==> src/rtl/mem_chan_hash_pkg.sv <==
package mem_chan_hash_pkg;

  typedef enum logic [1:0] {
    MODE_PLAIN  = 2'd0,
    MODE_XOR    = 2'd1,
    MODE_POLY   = 2'd2,
    MODE_CUSTOM = 2'd3
  } remapMode_t;

  // strobes from control to datapath
  typedef struct packed {
    logic load;     // capture the computed result into the output register
    logic flagErr;  // the accepted request is illegal or out of range
  } hashStrobe_t;

  // taps of the polynomial interleave matrix, one mask per channel bit
  function automatic logic [15:0] polyTaps(input int bitIdx);
    case (bitIdx)
      0:       polyTaps = 16'h3E69;
      1:       polyTaps = 16'h7CD2;
      2:       polyTaps = 16'h47CD;
      3:       polyTaps = 16'h0F9A;
      4:       polyTaps = 16'h1F34;
      default: polyTaps = 16'h0000;
    endcase
  endfunction

endpackage

==> src/rtl/mem_chan_hash_dp.sv <==
module mem_chan_hash_dp
  import mem_chan_hash_pkg::*;
#(
  parameter int NUM_CH     = 32,
  parameter int SUB_PER_CH = 2,
  parameter int ROW_W      = 16,
  parameter int CH_W       = 5,
  parameter int BANK_W     = 4,
  localparam int SUB_W     = CH_W + $clog2(SUB_PER_CH)
) (
  input  logic              clk,
  input  logic [1:0]        mode,
  input  logic [ROW_W-1:0]  inRow,
  input  logic [CH_W-1:0]   inChan,
  input  logic [BANK_W-1:0] inBank,
  input  hashStrobe_t       strobe,
  output logic              reqBad,
  output logic [CH_W-1:0]   outChan,
  output logic [SUB_W-1:0]  outSub
);

  localparam bit IS_POW2 = ((NUM_CH & (NUM_CH - 1)) == 0);
  localparam bit POLY_OK = (NUM_CH == 32) && (CH_W >= 5) && (ROW_W >= 15);
  localparam int PAD_W   = (ROW_W > 16) ? ROW_W : 16;
  localparam logic [CH_W-1:0] CH_MASK = CH_W'(NUM_CH - 1);
  localparam logic [BANK_W-1:0] BANK_MASK = BANK_W'(SUB_PER_CH - 1);

  logic [PAD_W-1:0] rowPad;
  logic [CH_W-1:0]  xorChan;
  logic [CH_W-1:0]  polyChan;
  logic [CH_W-1:0]  nextChan;
  logic [SUB_W-1:0] nextSub;
  logic             cfgBad;
  logic             outOfRange;

  assign rowPad  = PAD_W'(inRow);
  assign xorChan = inChan ^ (rowPad[CH_W-1:0] & CH_MASK);

  // one parity tree per channel bit; bits above the matrix pass through
  for (genvar k = 0; k < CH_W; k++) begin : g_poly
    if (k < 5) begin : g_tap
      assign polyChan[k] = inChan[k] ^ (^(rowPad & PAD_W'(polyTaps(k))));
    end else begin : g_thru
      assign polyChan[k] = inChan[k];
    end
  end

  always_comb begin
    nextChan = inChan;
    cfgBad   = 1'b0;
    unique case (remapMode_t'(mode))
      MODE_XOR: begin
        if (IS_POW2) nextChan = xorChan;
        else         cfgBad   = 1'b1;
      end
      MODE_POLY: begin
        if (POLY_OK) nextChan = polyChan;
        else         cfgBad   = 1'b1;
      end
      default: nextChan = inChan;
    endcase
  end

  assign outOfRange = 32'(nextChan) >= 32'(NUM_CH);
  assign reqBad     = cfgBad || outOfRange;
  assign nextSub    = SUB_W'(nextChan) * SUB_W'(SUB_PER_CH)
                    + SUB_W'(inBank & BANK_MASK);

  always_ff @(posedge clk) begin
    if (strobe.load) begin
      outChan <= nextChan;
      outSub  <= nextSub;
    end
  end

endmodule

==> src/rtl/mem_chan_hash_ctl.sv <==
module mem_chan_hash_ctl
  import mem_chan_hash_pkg::*;
(
  input  logic        clk,
  input  logic        rst,
  input  logic        inValid,
  input  logic        outReady,
  input  logic        reqBad,
  output logic        inReady,
  output logic        outValid,
  output logic        errFlag,
  output hashStrobe_t strobe
);

  logic accept;

  assign inReady        = !outValid || outReady;
  assign accept         = inValid && inReady;
  assign strobe.load    = accept;
  assign strobe.flagErr = accept && reqBad;

  always_ff @(posedge clk) begin
    if (rst) begin
      outValid <= 1'b0;
      errFlag  <= 1'b0;
    end else begin
      if (accept)        outValid <= 1'b1;
      else if (outReady) outValid <= 1'b0;
      if (strobe.flagErr) errFlag <= 1'b1;
    end
  end

endmodule

==> src/rtl/mem_chan_hash.sv <==
module mem_chan_hash
  import mem_chan_hash_pkg::*;
#(
  parameter int NUM_CH     = 32,
  parameter int SUB_PER_CH = 2,
  parameter int ROW_W      = 16,
  parameter int CH_W       = 5,
  parameter int BANK_W     = 4,
  localparam int SUB_W     = CH_W + $clog2(SUB_PER_CH)
) (
  input  logic              clk,
  input  logic              rst,
  input  logic [1:0]        mode,
  input  logic              inValid,
  output logic              inReady,
  input  logic [ROW_W-1:0]  inRow,
  input  logic [CH_W-1:0]   inChan,
  input  logic [BANK_W-1:0] inBank,
  output logic              outValid,
  input  logic              outReady,
  output logic [CH_W-1:0]   outChan,
  output logic [SUB_W-1:0]  outSub,
  output logic              errFlag
);

  hashStrobe_t strobe;
  logic        reqBad;

  mem_chan_hash_ctl i_ctl (
    .clk      (clk),
    .rst      (rst),
    .inValid  (inValid),
    .outReady (outReady),
    .reqBad   (reqBad),
    .inReady  (inReady),
    .outValid (outValid),
    .errFlag  (errFlag),
    .strobe   (strobe)
  );

  mem_chan_hash_dp #(
    .NUM_CH     (NUM_CH),
    .SUB_PER_CH (SUB_PER_CH),
    .ROW_W      (ROW_W),
    .CH_W       (CH_W),
    .BANK_W     (BANK_W)
  ) i_dp (
    .clk     (clk),
    .mode    (mode),
    .inRow   (inRow),
    .inChan  (inChan),
    .inBank  (inBank),
    .strobe  (strobe),
    .reqBad  (reqBad),
    .outChan (outChan),
    .outSub  (outSub)
  );

endmodule

==> config.mk <==
export PLATFORM = sky130hd
export DESIGN_NAME = mem_chan_hash
export DESIGN_NICKNAME = d
export VERILOG_FILES = /design/src/rtl/mem_chan_hash_pkg.sv /design/src/rtl/mem_chan_hash_dp.sv /design/src/rtl/mem_chan_hash_ctl.sv /design/src/rtl/mem_chan_hash.sv
export SDC_FILE = /design/constraint.sdc
export NUM_CORES = 1
export LEC_CHECK = 0
export CAP_MARGIN = 20
export CELL_PAD_IN_SITES_DETAIL_PLACEMENT = 0
export CELL_PAD_IN_SITES_GLOBAL_PLACEMENT = 2
export CORE_MARGIN = 1
export CORE_UTILIZATION = 20
export DETAILED_ROUTE_END_ITERATION = 10
export PLACE_DENSITY_LB_ADDON = 0.12
export SLEW_MARGIN = 40
export SYNTH_ARGS = -nofsm -noshare
export SYNTH_HDL_FRONTEND = slang
export SYNTH_HIERARCHICAL = 1
export SYNTH_SLANG_ARGS = --single-unit
==> constraint.sdc <==
create_clock -name clk -period 1.54 [get_ports clk]
set_clock_uncertainty 0.2 [all_clocks]
set_input_delay 0.154 -clock clk [delete_from_list [all_inputs] [get_ports clk]]
set_output_delay 0.154 -clock clk [all_outputs]
set_load 0.005 [all_outputs]
==> impl_metrics.ini, run 1 <==
[run_status]
status = complete, no violations

[grt]
grt_usage_pct = 9.75
grt_start_max_net_pins = 9
antenna_found_initial = 0
overflow = 0
grt_pass1_vias = 758
grt_pass1_wl_um = 3150

[worst_setup_path]
critPathKind = in -> reg
max_stage_delay_ns = 0.49
r2r_cells = 2
crit_buf_inv = 1
r2r_end = i_dp/outChan[4]
cp_top_family = XOR/XNOR gates
path_max_fanout = 2
reg2reg_setup_slack_ns = 0.41
crit_required_ns = 1.42
cp-startpoint = inRow[9]
r2r-start = i_ctl/outValid
crit_chain = buf_8 -> xor2_4 -> xor3_2 -> xnor3_1 -> o21ai_2
worstSetupEndpointType = register
cp-start-kind = input port
cpMaxStageDelayCell = xor3_2
critical_path_arrival_ns = 1.40

[yosys]
syn-instance-count = 75
syn_avg_cell_area_um2 = 10.8
syn_area_um2 = 812
synth_nets = 108
synth_warnings = 6

[detailed_routing]
avgRoutedWirePerCell_um = 10.3
viasPerCell = 3.92
met3WireLength_um = 99
drt-met1-wl_um = 797
dr_total_vias = 721
dr.pass1.iters = 3
drtAntennaViolNets = 0
drc = 0
drt-total-wl_um = 1900
dr_wl_met2_um = 951
drt-initial-drc-count = 11
top_layer = met4

[floorplanning]
die-area_mm2 = 0.00432
ioPinCount = 45
fp.dieH_um = 65.7
dieWidth_um = 65.7
core_mm2 = 0.00377
start_util_pct = 21.5
row_count = 22

[job]
cap_violations = 0

[timing]
max_freq_ghz = 0.657
setup_viol = 0
hold_viol_final = 0
period_minus_slack_ns = 1.52
min_period_over_period_pct = 98.9
slew_viol_final = 0
grt_setup_unrepaired = yes
holdWs_ns = 0.208

[min_path]
min-delay-start = inChan[1]
holdPathEnd = i_dp/outChan[1]
whs_path_depth = 3
hold_path.class = in -> reg

[cells_and_area]
nFillCells = 354
nets = 170
postLayoutCoreUtil_pct = 42.4
final_area_mm2 = 0.00160
areaGrowthSynthToFinish_pct = 96.9
final_cells = 184
drive_above_1_share_pct = 44.1
antennaDiodeCount = 0

[place]
dp_cells = 177
place.gp.congestion = 0.754
dpl_cell_area_mm2 = 0.00138
place.port_buffers = 40
place_hpwl_um = 1560

[power]
p_per_area_mw_per_mm2 = 690
finalPower_w = 0.00110
ir_drop_v = 0.000224
power.leakage_nw = 0.726

[cts]
htree_levels = 1
clkTransAtPathRegs_ns = 0.04
root_buffer = clkbuf_8
cts_sinks = 8
numCtsBuffers = 3
insertion_delay_ns = 0.22
clock_path_buffers = 2
cts_hold_buf = 0
cts_tree = built
timing repair:
item / 4_1_cts / 5_1_grt
resized for setup: 52 / 28
buffers inserted: 3 / 0
pin swaps: 20 / 17
setup endpoints to repair: 6 / 5
cloned: 0 / 0
per-layer routing:
layer	vias to the layer above	track usage [%]
met2	27	16.6
met1	324	10.6
met5	-	0
li1	366	-
met4	0	8.15
met3	4	1.22
layout make-up:
type	count	area [um^2]	share of cell area, %
Clock buffer	4	45.0	2.82
Sequential cell	8	220	13.8
Timing Repair Buffer	65	582	36.4
Inverter	4	15.0	0.939
Tap cell	48	60.1	3.76
Multi-Input combinational cell	55	677	42.3
worst min-delay path, cell delays in order:
cell,delay (ns)
dlymetal6s2s_1,0.18
a22oi_1,0.12
o21ai_1,0.07
layout by cell type, fill, tap and decap left out, drive strengths merged, types with 4 or more instances in the layout:
master         count
o21ai              6
xor2               7
a22oi              4
inv                4
xnor3              4
buf               31
xnor2             14
clkbuf             5
dlygate4sd2       10
clkdlybuf4s50     17
edfxtp             6
report_power, final:
part	switching, W	internal [W]	total, W
logic	0.000201	0.000379	0.000579
clock network	0.0000775	0.000179	0.000256
registers	0.00000924	0.000259	0.000268
per-stage QoR:
stage	worst slack, ns	TNS, ns
floorplan	-0.00932	-0.0193
global placement	-0.701	-3.23
detailed placement	-0.685	-3.24
CTS	0.00117	0
global route	-0.0193	-0.0265
finish	0.0172	0
flip-flops by register name (all words and copies together), names as in the netlist:
register	flops
i_dp/outChan	5
i_ctl/errFlag	1
i_ctl/outValid	1
i_dp/outSub	1
worst max path at each step:
stage	end	slack, ns	depth (start not counted)
3_3_place_gp	i_dp/outChan[2]	-0.70	5
6_report	i_dp/outChan[0]	0.02	5
2_1_floorplan	i_dp/outChan[2]	-0.009	4
3_5_place_dp	i_dp/outChan[2]	-0.68	5
4_1_cts	i_dp/outChan[3]	0.001	5
5_1_grt	i_dp/outChan[0]	-0.02	5
Power figures use the tool's default switching activity.
==> run 2, diff against run 1 <==
--- a/config.mk
+++ b/config.mk
@@ -12,6 +12,7 @@
 export CORE_UTILIZATION = 20
 export DETAILED_ROUTE_END_ITERATION = 10
 export PLACE_DENSITY_LB_ADDON = 0.12
+export SKIP_LAST_GASP = 1
 export SLEW_MARGIN = 40
 export SYNTH_ARGS = -nofsm -noshare
 export SYNTH_HDL_FRONTEND = slang
==> results of run 2 <==
Same layout as run 1: the final DEF is identical, and so are final timing and power.
Main changes from that run: number of gates resized after CTS 52 -> 51
